--- src/rtl/cds_pkg.sv ---
package cds_pkg;
    typedef enum logic [2:0] {
        S_IDLE,
        S_READ,
        S_CRYPT,
        S_WRITE,
        S_DONE
    } seq_state_e;

    localparam logic [1:0] ST_IDLE = 2'd0;
    localparam logic [1:0] ST_BUSY = 2'd1;
    localparam logic [1:0] ST_DONE = 2'd2;

    localparam int MODE_W      = 3;
    localparam int CHAIN_W     = 3;
    localparam int CHAIN_COUNT = 6;
    localparam int BYTE_SHIFT  = 4;

    typedef struct packed {
        logic               key256;
        logic               decrypt;
        logic [CHAIN_W-1:0] chain;
    } job_cfg_t;
endpackage

--- src/rtl/cds_cfg_decode.sv ---
module cds_cfg_decode
    import cds_pkg::*;
(
    input  logic [MODE_W-1:0]  op_mode_i,
    input  logic [CHAIN_W-1:0] chain_mode_i,
    output logic               cfg_ok_o,
    output job_cfg_t           cfg_o
);
    logic mode_ok;
    logic chain_ok;

    always_comb begin
        mode_ok      = 1'b1;
        cfg_o.key256 = 1'b0;
        cfg_o.decrypt = 1'b0;
        unique case (op_mode_i)
            3'd0:    begin cfg_o.key256 = 1'b0; cfg_o.decrypt = 1'b0; end
            3'd2:    begin cfg_o.key256 = 1'b1; cfg_o.decrypt = 1'b0; end
            3'd4:    begin cfg_o.key256 = 1'b0; cfg_o.decrypt = 1'b1; end
            3'd6:    begin cfg_o.key256 = 1'b1; cfg_o.decrypt = 1'b1; end
            default: mode_ok = 1'b0;
        endcase
        chain_ok    = (int'(chain_mode_i) < CHAIN_COUNT);
        cfg_o.chain = chain_mode_i;
        cfg_ok_o    = mode_ok && chain_ok;
    end
endmodule

--- src/rtl/cds_fsm.sv ---
module cds_fsm
    import cds_pkg::*;
#(
    parameter int LEN_W = 20
) (
    input  logic             clk,
    input  logic             rst_n,
    input  logic             trig_i,
    input  logic             dma_en_i,
    input  logic             cfg_ok_i,
    input  job_cfg_t         cfg_i,
    input  logic [LEN_W-1:0] blk_len_i,
    input  logic             dma_exit_i,
    input  logic             rd_done_i,
    input  logic             rd_err_i,
    input  logic             dp_done_i,
    input  logic             wr_done_i,
    input  logic             wr_err_i,
    output logic [1:0]       state_code_o,
    output logic             rd_req_o,
    output logic             dp_go_o,
    output logic             wr_req_o,
    output logic [LEN_W-1:0] xfer_len_o,
    output job_cfg_t         job_cfg_o,
    output logic             single_go_o,
    output logic             finish_o
);
    seq_state_e       state_q, state_d;
    logic [LEN_W-1:0] len_q;
    job_cfg_t         cfg_q;
    logic             single_q;
    logic             can_take;
    logic             take_dma;
    logic             busy;

    assign can_take = (state_q == S_IDLE) || (state_q == S_DONE);
    assign take_dma = can_take && trig_i && dma_en_i && cfg_ok_i;
    assign busy     = (state_q == S_READ) || (state_q == S_CRYPT) || (state_q == S_WRITE);

    always_comb begin
        state_d = state_q;
        unique case (state_q)
            S_IDLE:  if (take_dma) state_d = S_READ;
            S_READ:  if (rd_err_i) state_d = S_IDLE;
                     else if (rd_done_i) state_d = S_CRYPT;
            S_CRYPT: if (dp_done_i) state_d = S_WRITE;
            S_WRITE: if (wr_err_i) state_d = S_IDLE;
                     else if (wr_done_i) state_d = S_DONE;
            S_DONE:  if (take_dma) state_d = S_READ;
                     else if (dma_exit_i) state_d = S_IDLE;
            default: state_d = S_IDLE;
        endcase
    end

    always_ff @(posedge clk or negedge rst_n) begin
        if (!rst_n) state_q <= S_IDLE;
        else        state_q <= state_d;
    end

    always_ff @(posedge clk or negedge rst_n) begin
        if (!rst_n) begin
            len_q    <= '0;
            cfg_q    <= '0;
            single_q <= 1'b0;
        end else begin
            single_q <= can_take && trig_i && !dma_en_i;
            if (take_dma) begin
                len_q <= blk_len_i;
                cfg_q <= cfg_i;
            end
        end
    end

    always_comb begin
        rd_req_o     = 1'b0;
        dp_go_o      = 1'b0;
        wr_req_o     = 1'b0;
        state_code_o = ST_IDLE;
        unique case (state_q)
            S_IDLE:  state_code_o = ST_IDLE;
            S_READ:  begin rd_req_o = 1'b1; state_code_o = ST_BUSY; end
            S_CRYPT: begin dp_go_o  = 1'b1; state_code_o = ST_BUSY; end
            S_WRITE: begin wr_req_o = 1'b1; state_code_o = ST_BUSY; end
            S_DONE:  state_code_o = ST_DONE;
            default: state_code_o = ST_IDLE;
        endcase
        xfer_len_o  = len_q;
        job_cfg_o   = cfg_q;
        single_go_o = single_q;
        finish_o    = (state_q == S_WRITE) && wr_done_i && !wr_err_i;
    end

    p_busy_ignores_trig_r11: assert property (@(posedge clk) disable iff (!rst_n)
        (busy && trig_i) |=> ($stable(xfer_len_o) && !single_go_o));
    p_reject_bad_cfg_r1: assert property (@(posedge clk) disable iff (!rst_n)
        (state_q == S_IDLE && trig_i && dma_en_i && !cfg_ok_i) |=> (state_code_o == ST_IDLE && !rd_req_o));
    p_done_after_write_r7: assert property (@(posedge clk) disable iff (!rst_n)
        (wr_req_o && wr_done_i && !wr_err_i) |=> (state_code_o == ST_DONE));
    p_read_err_abort_r10: assert property (@(posedge clk) disable iff (!rst_n)
        (rd_req_o && rd_err_i) |=> (state_code_o == ST_IDLE));
    p_exit_to_idle_r9: assert property (@(posedge clk) disable iff (!rst_n)
        (state_q == S_DONE && dma_exit_i && !trig_i) |=> (state_code_o == ST_IDLE));
endmodule

--- src/rtl/cds_irq.sv ---
module cds_irq (
    input  logic clk,
    input  logic rst_n,
    input  logic finish_i,
    input  logic irq_en_i,
    input  logic irq_clr_i,
    output logic irq_o
);
    logic irq_q;

    always_ff @(posedge clk or negedge rst_n) begin
        if (!rst_n)                    irq_q <= 1'b0;
        else if (finish_i && irq_en_i) irq_q <= 1'b1;
        else if (irq_clr_i)            irq_q <= 1'b0;
    end

    assign irq_o = irq_q;

    p_irq_clear_r8: assert property (@(posedge clk) disable iff (!rst_n)
        (irq_clr_i && !finish_i) |=> !irq_o);
    p_irq_source_r7: assert property (@(posedge clk) disable iff (!rst_n)
        $rose(irq_o) |-> $past(finish_i && irq_en_i));
endmodule

--- src/rtl/cipher_dma_seq.sv ---
module cipher_dma_seq
    import cds_pkg::*;
#(
    parameter int BLK_W = 16,
    localparam int LEN_W = BLK_W + BYTE_SHIFT
) (
    input  logic               clk,
    input  logic               rst_n,
    input  logic               trig_i,
    input  logic               dma_en_i,
    input  logic [MODE_W-1:0]  op_mode_i,
    input  logic [CHAIN_W-1:0] chain_mode_i,
    input  logic [BLK_W-1:0]   blk_cnt_i,
    input  logic               irq_en_i,
    input  logic               irq_clr_i,
    input  logic               dma_exit_i,
    output logic               rd_req_o,
    output logic [LEN_W-1:0]   rd_len_o,
    input  logic               rd_done_i,
    input  logic               rd_err_i,
    output logic               dp_go_o,
    output logic               dp_key256_o,
    output logic               dp_decrypt_o,
    output logic [CHAIN_W-1:0] dp_chain_o,
    input  logic               dp_done_i,
    output logic               wr_req_o,
    output logic [LEN_W-1:0]   wr_len_o,
    input  logic               wr_done_i,
    input  logic               wr_err_i,
    output logic               single_go_o,
    output logic [1:0]         state_o,
    output logic               irq_o
);
    logic             cfg_ok;
    job_cfg_t         cfg_dec;
    job_cfg_t         cfg_job;
    logic [LEN_W-1:0] blk_len;
    logic [LEN_W-1:0] xfer_len;
    logic             finish;

    assign blk_len = {blk_cnt_i, {BYTE_SHIFT{1'b0}}};

    cds_cfg_decode u_dec (
        .op_mode_i    (op_mode_i),
        .chain_mode_i (chain_mode_i),
        .cfg_ok_o     (cfg_ok),
        .cfg_o        (cfg_dec)
    );

    cds_fsm #(.LEN_W(LEN_W)) u_fsm (
        .clk          (clk),
        .rst_n        (rst_n),
        .trig_i       (trig_i),
        .dma_en_i     (dma_en_i),
        .cfg_ok_i     (cfg_ok),
        .cfg_i        (cfg_dec),
        .blk_len_i    (blk_len),
        .dma_exit_i   (dma_exit_i),
        .rd_done_i    (rd_done_i),
        .rd_err_i     (rd_err_i),
        .dp_done_i    (dp_done_i),
        .wr_done_i    (wr_done_i),
        .wr_err_i     (wr_err_i),
        .state_code_o (state_o),
        .rd_req_o     (rd_req_o),
        .dp_go_o      (dp_go_o),
        .wr_req_o     (wr_req_o),
        .xfer_len_o   (xfer_len),
        .job_cfg_o    (cfg_job),
        .single_go_o  (single_go_o),
        .finish_o     (finish)
    );

    cds_irq u_irq (
        .clk       (clk),
        .rst_n     (rst_n),
        .finish_i  (finish),
        .irq_en_i  (irq_en_i),
        .irq_clr_i (irq_clr_i),
        .irq_o     (irq_o)
    );

    assign rd_len_o     = xfer_len;
    assign wr_len_o     = xfer_len;
    assign dp_key256_o  = cfg_job.key256;
    assign dp_decrypt_o = cfg_job.decrypt;
    assign dp_chain_o   = cfg_job.chain;

    p_read_len_r4: assert property (@(posedge clk) disable iff (!rst_n)
        $rose(rd_req_o) |-> (rd_len_o == LEN_W'({$past(blk_cnt_i), 4'b0000})));
endmodule

--- config.mk ---
export PLATFORM = sky130hd
export DESIGN_NAME = cipher_dma_seq
export DESIGN_NICKNAME = d
export VERILOG_FILES = /design/src/rtl/cds_pkg.sv /design/src/rtl/cds_cfg_decode.sv /design/src/rtl/cds_fsm.sv /design/src/rtl/cds_irq.sv /design/src/rtl/cipher_dma_seq.sv
export SDC_FILE = /design/constraint.sdc
export NUM_CORES = 1
export LEC_CHECK = 0
export ABC_AREA = 1
export CORE_ASPECT_RATIO = 0.5
export CORE_UTILIZATION = 26
export DETAILED_ROUTE_END_ITERATION = 8
export GPL_TIMING_DRIVEN = 0
export PLACE_DENSITY_LB_ADDON = 0.05
export SYNTH_ARGS = -nofsm -noshare
export SYNTH_HDL_FRONTEND = slang
export SYNTH_HIERARCHICAL = 1
export SYNTH_SLANG_ARGS = --single-unit
--- constraint.sdc ---
create_clock -name clk -period 1.1 [get_ports clk]
set_input_delay 0.275 -clock clk [delete_from_list [all_inputs] [get_ports clk]]
set_output_delay 0.275 -clock clk [all_outputs]
set_load 0.03 [all_outputs]
# After elaboration in Yosys (flattened, before gate mapping)

Cells that the tools add are included.

Register bits after elaboration: 26
Output and inout port bits: 52
Logic and storage cells: 54

Order comparisons: 1
Eq/ne operators: 12
Multiplexer cells: 17
Reductions and logical operators: 17

Operators with widths:

| kind                                                   | count |
|---|---|
| two-way mux 3 bit                                      | 8 |
| case mux 3 bit (5 select lines)                        | 1 |
| equality test 3 x 2 -> 1 bit (second input constant)   | 3 |
| equality test 3 bit (second input constant)            | 3 |
| logical AND 1 bit                                      | 8 |
| logical NOT 3 bit                                      | 2 |
| two-way mux 1 bit                                      | 6 |
| inequality test 3 bit (second input constant)          | 2 |
| case mux 2 bit (3 select lines)                        | 1 |
| AND reduction 5 bit                                    | 1 |
| case mux 2 bit (2 select lines)                        | 1 |
| OR reduction 4 bit                                     | 1 |
| equality test 3 x 1 -> 1 bit (second input constant)   | 1 |
| less-than comparator 3 bit (second input constant)     | 1 |
| inequality test 3 x 2 -> 1 bit (second input constant) | 1 |
| OR reduction 3 bit                                     | 1 |
| logical NOT 1 bit                                      | 2 |
| inequality test 2 x 1 -> 1 bit (second input constant) | 1 |
| inequality test 2 bit (second input constant)          | 1 |
| nonzero test 2 bit                                     | 1 |
| logical OR 1 bit                                       | 1 |

# Depth between registers and ports, before layout

Gate-level depths: netlist of the first run.

Depth after elaboration: 7
Depth in mapped cells: 8

# By module

Netlist of the first run, hierarchy kept.

Modules (own cells, without submodules):

| module         | times used | cells an instance | area an instance (um2) |
|---|---|---|---|
| cds_fsm        | 1          | 152               | 1272.5 |
| cipher_dma_seq | 1          | 21                | 153.9 |
| cds_cfg_decode | 1          | 8                 | 46.3 |
| cds_irq        | 1          | 5                 | 40.0 |

# Worst setup path after synthesis of the first run

OpenSTA, ideal clock, no wires.

Path kind: flip-flop to flip-flop
From: reg u_fsm.state_q[1]
To: reg u_fsm.state_q[2]
Library setup time: 67 ps
Data arrival time: 1510 ps
Data required time: 1033 ps
Slack: -477 ps
Stages on the path, launching flop included: 3
Period minus slack after synthesis: 1577 ps
Path through: dfrtp_1 -> nor3b_1 -> a31o_2

Word-level cells in the longest chain between the ends: 7
Elaborated cells between the ends (all ways): 17

RTL lines:

| what                                                                             | RTL line                     | text |
|---|---|---|
| from (decl)                                                                      | cds_fsm.sv:28                | `seq_state_e state_q, state_d;` |
| from (signal assigned)                                                           | cds_fsm.sv:57                | `else state_q <= state_d;` |
| equality test 3 bit or logical NOT 3 bit (tied branches)                         | cds_fsm.sv:36, cds_fsm.sv:42 |  |
| logical OR 1 bit                                                                 | cds_fsm.sv:36                | `assign can_take = (state_q == S_IDLE) \|\| (state_q == S_DONE);` |
| logical AND 1 bit (3 in series)                                                  | cds_fsm.sv:37                | `assign take_dma = can_take && trig_i && dma_en_i && cfg_ok_i;` |
| inequality test 3 x 2 -> 1 bit (no line), or another cell as far along           | n/a                          |  |
| AND reduction 5 bit (no line) or case mux 3 bit (5 select lines) (tied branches) | n/a                          |  |

Parallel ways exist; a longest one is shown, timed or not.
A chain may end at the register's enable or synchronous reset.

# Final worst setup path of the first run

From: reg u_fsm.state_q[0]
To: out rd_req_o

Word-level cells in the longest chain between the ends: 2

RTL lines:

| what                         | RTL line             | text |
|---|---|---|
| equality test 3 x 1 -> 1 bit | n/a                  |  |
| two-way mux 1 bit            | cds_fsm.sv:79        | `unique case (state_q)` |
| to (decl)                    | cipher_dma_seq.sv:17 | `output logic rd_req_o,` |

No other way between the ends.

==> impl_metrics.tcl, run 1 <==
set metrics [dict create \
    required_ns 0.82 \
    cpPeakStageDelay_ns 0.49 \
    hold-worst-slack_ns 0.0426 \
    grt_pass1_vias 1444 \
    synth_simple_gate_area_share_pct 18.1 \
    power_density_nw_per_um2 3170 \
    synth-seq-area-share_pct 49.6 \
    setup-violations-final 75 \
    period_minus_slack_ns 1.48 \
    grt_pass1_wl_mm 6.69 \
    max_cap_violations 0 \
    worstPathMaxFanout 6 \
    placed_cells 346 \
    num_rows 19 \
    grt-busiest-layer "met2" \
    crit_cells 5 \
    reg2reg_depth 5 \
    r2r_setup_slack_ns -0.31 \
    drive_gt1_share_pct 58.4 \
    grtUsageMet3_pct 4.10 \
    total_power_mw 10.7 \
    skew_ns 0.00654 \
    cts_tree "built" \
    cpLargestDelayFamily "flip-flops" \
    grtUsageMet2_pct 24.0 \
    port_buffers 84 \
    place_hpwl_mm 2.65 \
    clk_path_buf_depth 2 \
    violations "setup timing" \
    dpl_worst_slack_ns -0.621 \
    cts_inserted_buffers 5 \
    fin_crit_sh_pct 134 \
    endpoint_kind "output port" \
    drt_iter0_drc 25 \
    final_util_pct 60.7 \
    cp-start-kind "register" \
    finalMaxSlewViolations 0 \
    synth_fa_ha_area_share_pct 0 \
    start_util_pct 27.3 \
    slew_headroom_pct 54.4 \
    root_buffer "clkbuf_16" \
    gr-total-overflow 0 \
    stdcell_count 393 \
    ys_top_cells_by_area "dfrtp_1, buf_4, nand2_1" \
    finalWorstSetupSlack_ns -0.377 \
    cpMaxStageDelayCell "dfrtp_2" \
    synthMuxAreaShare_pct 0 \
    antenna_cells 0 \
    crit_arrival_ns 1.20 \
    htreeDepth 2 \
    rsz0062_at_grt "true" \
    grt_use_total_pct 14.4 \
    max-vdd-ir-drop_mv 1.70 \
    nNetsFinal 353 \
    io_pins 86 \
    reg2reg_from "u_fsm/state_q[0]" \
    yosys.area.top_type "dfrtp_1" \
    firstDrtPassIters 3 \
    hold_buffers 0 \
    status "finished with violations" \
    clk_pin_slew_ns 0.05 \
    fp.dieArea_sq_um 6150 \
    post_synth_xor_area_fraction_pct 0 \
    synthToLayoutAreaGrowth_pct 122 \
    crit_top_cell "inv_2" \
    die_h_um 55.9 \
    netlist_area_sq_um 1510 \
    globalplace.congestion 0.687 \
    viasPerCell 4.02 \
    p_leak_nw 1.70 \
    vias 1579 \
    fin_tns_setup_ns -11.23 \
    post_synth_num_cell_types 20 \
    core_area_sq_um 5540 \
    antenna_found_initial 0 \
    final_area_sq_um 3360 \
    hold_class "input port to asynchronous set/reset pin" \
    path_buf_inv 3 \
    avgSynthCellArea_sq_um 8.13 \
    crit_start "u_fsm/state_q[0]" \
    grt_max_degree 31 \
    synth_top_family_by_area "buffers and inverters" \
    final_hold_viol_count 0 \
    fp.dieW_um 110 \
    wl_mm 4.33 \
    dpl-instance-area_sq_um 2480 \
    worstSetupPathType "register to output port" \
    fmax_mhz 677 \
    ys_seq_elements 30 \
    postRouteAntennaNets 0 \
    drc 0 \
    yosys_warnings 6 \
    r2r_end "u_fsm/state_q[2]" \
    post-synth-top-area-fraction_pct 49.6 \
    synth_compound_area_share_pct 9.76 \
    cp-endpoint "rd_req_o" \
    grtUsageMet1_pct 18.7 \
    clock_latency_ns 0.27 \
    clock-sinks 30 \
    worst_slew_pin_slew_ns 0.684 \
    crit_path_cell_trace "inv_2, nor2_4, nand2_2, inv_2, buf_6" \
    postSynthCellCount 186 \
    wl_per_cell_um 11.0 \
]
registers in the layout, indices dropped and copies added (netlist names):
register           flops
u_fsm/state_q          3
u_irq/irq_o            1
u_fsm/single_go_o      1
u_fsm/xfer_len_o      20
u_fsm/job_cfg_o        5
timing repair:
action                                  in CTS  in global routing
cloned                                       5                  0
pin swaps                                    7                  6
endpoints found under the setup margin      80                 81
resized for setup                          458                 28
buffers inserted                            19                 18
endpoints found under the hold margin        0                  0
Yosys cell counts:
cell type,instances
nand2_1,42
inv_1,36
dfrtp_1,30
buf_4,23
o21ai_0,18
nor2_1,11
o21ai_1,8
buf_2,4
nand3_1,2
nor2_2,2
a21oi_2,1
a31o_2,1
clkbuf_2,1
conb_1,1
inv_2,1
nand3_2,1
nand3_4,1
nand4_1,1
nor2_4,1
nor3b_1,1
worst register-to-register path: cells and delay by family (launching register included):
kind                   cells  cell delay (ns)
and+or+nand+nor            2             0.30
AOI/OAI and AO/OA          1             0.20
buffers and inverters      2             0.31
DFF                        1             0.49
routing by layer:
metal | wire [um] | part of all wire, %
met1 | 1880 | 43
met3 | 233 | 5.4
met2 | 2190 | 51
met5 | 0 | 0
met4 | 24 | 0.55
report_power, final:
| part | switching (mW) | total [mW] | internal [mW] |
|---|---|---|---|
| clock network | 0.480 | 1.84 | 1.36 |
| registers | 0.602 | 2.21 | 1.61 |
| logic | 3.13 | 6.63 | 3.50 |
logic make-up (layout without fill, tap and decap cells):
kind of cell | count (synthesis) | in the layout
other | 1 | 4
buffers and inverters | 65 | 195
AOI/OAI and AO/OA | 28 | 28
DFF | 30 | 30
and+or+nand+nor | 62 | 63
how the worst min path moves through the flow:
stage | slack (ns) | from | endpoint | depth (start not counted)
2_1_floorplan | -0.02 | rst_n | u_fsm/job_cfg_o[0] | 0
3_3_place_gp | 0.45 | u_irq/irq_o | u_irq/irq_o | 2
3_5_place_dp | 0.36 | rst_n | u_fsm/xfer_len_o[8] | 1
4_1_cts | 0.07 | rst_n | u_fsm/xfer_len_o[8] | 1
5_1_grt | 0.11 | rst_n | u_fsm/xfer_len_o[10] | 1
6_report | 0.04 | rst_n | u_fsm/xfer_len_o[8] | 1
cell usage in the layout, fill, tap and decap left out:
cell             instances
nand4_1                  1
clkbuf_16                5
inv_2                    6
a21oi_2                  1
nand3_1                  2
buf_2                    2
nand2_2                 15
nor2_4                   5
bufinv_16                2
o21ai_1                 14
buf_12                   2
dlygate4sd2_1            3
nor2_2                   2
clkbuf_8                 1
buf_6                   84
conb_1                   4
dfrtp_1                 22
nor2_1                   7
a31o_4                   1
nand2_1                 21
nand3_4                  2
inv_1                   31
clkdlybuf4s50_1         28
nor3b_4                  1
nand3_2                  1
o21ai_2                 12
buf_4                   30
buf_8                    1
nand2_4                  6
dfrtp_2                  8
final cells by class:
class | instances | area [sq um]
multi-input cells | 95 | 632
inverters | 37 | 139
plain buffers | 26 | 285
well taps | 73 | 91.3
clock inverters | 2 | 60.1
clock buffers | 6 | 139
flip-flops and latches | 30 | 761
fillers | 520 | 2170
repair buffers | 124 | 1260
No activity file was read; power rests on OpenSTA's default activity.
==> run 2: changes to the inputs <==
- clock period: 1.1 -> 1.4 ns (I/O delays scaled with it)
==> run 2 against run 1 <==
Against the previous run:
- the run still ends with setup timing left
- critical path depth is 2 lower
- total power is 42% lower
- global-route usage is 0.66 points lower
- flip-flop and latch count stayed put
- core utilization is 12 points lower
- sequential power is 29% lower
- register-to-register slack better by 0.37 ns
- die area stayed put
- combinational power is 46% lower
- via count is 5.5% lower
- highest routed layer unchanged
- count of clock-buffer cells in the layout is 1 higher
==> impl_metrics.tcl, run 2 (same netlist as run 1, synthesis figures left out) <==
set metrics [dict create \
    vias 1492 \
    clk_path_buf_depth 2 \
    worstPathMaxFanout 5 \
    drc 0 \
    setup-violations-final 5 \
    endpoint_kind "output port" \
    violations "setup timing" \
    fin_tns_setup_ns -0.707 \
    root_buffer "clkbuf_16" \
    fmax_mhz 625 \
    worstSetupPathType "register to output port" \
    grt_max_degree 31 \
    firstDrtPassIters 5 \
    required_ns 1.05 \
    final_hold_viol_count 0 \
    grt_pass1_vias 1366 \
    n_fill_cell 562 \
    globalplace.congestion 0.697 \
    final_util_pct 49.0 \
    synthToLayoutAreaGrowth_pct 79.3 \
    finalWorstSetupSlack_ns -0.200 \
    cp-start-kind "register" \
    period_minus_slack_ns 1.60 \
    gr-total-overflow 0 \
    grt_pass1_wl_mm 6.29 \
    io_pins 86 \
    antenna_found_initial 0 \
    num_rows 19 \
    port_buffers 84 \
    skew_ns 0.00382 \
    cts_inserted_buffers 5 \
    dpl-instance-area_sq_um 2460 \
    start_util_pct 27.3 \
    final_area_sq_um 2710 \
    fin_crit_sh_pct 114 \
    antenna_cells 0 \
    cts_tree "built" \
    grt_use_total_pct 13.8 \
    finalMaxSlewViolations 0 \
    multi_input_area_sq_um 520 \
    drt_iter0_drc 49 \
    clk_pin_slew_ns 0.05 \
    final_cell_mix "nand2_1, inv_1, buf_4" \
    htreeDepth 2 \
    slew_headroom_pct 54.5 \
    rsz0062_at_grt "true" \
    max-vdd-ir-drop_mv 1.01 \
    clock-sinks 30 \
    status "finished with violations" \
    max_cap_violations 0 \
    power_density_nw_per_um2 2300 \
    total_power_mw 6.24 \
    fp.dieArea_sq_um 6150 \
    crit_arrival_ns 1.25 \
    wl_per_cell_um 11.1 \
    mostFrequentLayoutCell "nand2_1" \
    wl_mm 4.12 \
    postRouteAntennaNets 0 \
    drive_gt1_share_pct 39.6 \
    largest_reg_flops 20 \
    viasPerCell 4.02 \
    nNetsFinal 331 \
    worst_slew_pin_slew_ns 0.683 \
    die_h_um 55.9 \
    hold-worst-slack_ns 0.110 \
    hold_class "input port to asynchronous set/reset pin" \
    ff_latch_area_sq_um 754 \
    place_hpwl_mm 2.72 \
    p_leak_nw 1.47 \
    clock_latency_ns 0.27 \
    core_area_sq_um 5540 \
    fp.dieW_um 110 \
]
run 2: cell types whose count changed in the layout (fill, tap and decap cells not counted), sizes merged, moves of 2 or more:
cell	previous run	this run
clkdlybuf4s50	28	26
clkdlybuf4s15	0	8
buf	119	67
clkbuf	6	24
dlygate4sd2	3	7
dlymetal6s2s	0	2
bufinv	2	0
run 2: final timing paths:
| check | from | endpoint | slack (ns) | depth (start not counted) |
|---|---|---|---|---|
| max reg2reg | u_fsm/state_q[1] | u_fsm/xfer_len_o[6] | 0.06 | 6 |
| min reg2reg | u_irq/irq_o | u_irq/irq_o | 0.46 | 2 |
| min in group clk | dma_en_i | u_fsm/single_go_o | 0.29 | 2 |
| min | rst_n | u_fsm/xfer_len_o[11] | 0.11 | 1 |
| max in group asynchronous | rst_n | u_fsm/state_q[1] | 0.80 | 1 |
| max | u_fsm/state_q[0] | state_o[1] | -0.20 | 3 |
run 2: metrics by stage:
step / setup WS, ns / cells
after CTS: -0.205 / 366
after floorplan: -0.00721 / 189
after global routing: -0.252 / 371
after global placement: -0.662 / 346
after detailed placement: -0.422 / 346
final: -0.200 / 371
run 2: metal layers:
metal / track usage (%) / vias to the layer above / part of all wire, %
met2: 21.3 / 49 / 45
met4: 5.71 / 0 / 1.0
met3: 4.68 / 5 / 7.9
li1: - / 770 / -
met1: 17.6 / 668 / 46
met5: 0 / - / 0
run 2: report_power, final:
part	switching, mW	internal (mW)	leakage, nW
registers	0.324	1.25	0.377
clock network	0.357	0.703	0.0739
logic	2.21	1.40	1.02
total	2.89	3.35	1.47
run 2: worst max-delay path, stage by stage, from the launching register on:
cell and delay (ns):
dfrtp_2 0.45, buf_4 0.17, nor3b_4 0.20, buf_6 0.16
run 2: what timing repair did:
action                                  4_1_cts  5_1_grt
gates cloned                                  5        2
hold buffers                                  0        0
pin swaps                                     6        4
endpoints found under the setup margin       78       45
hold endpoints to repair                      0        0
setup buffers                                 7        3
resized for setup                           194       63
run 2: layout make-up:
class                      count  area share [%]
clock buffer                   7            5.26
timing repair buffer          99            30.3
sequential                    30            27.8
clock inverter                 1           0.185
multi-input combinational     96            19.2
tap                           73            3.37
inverter                      37            5.21
buffer                        28            8.67
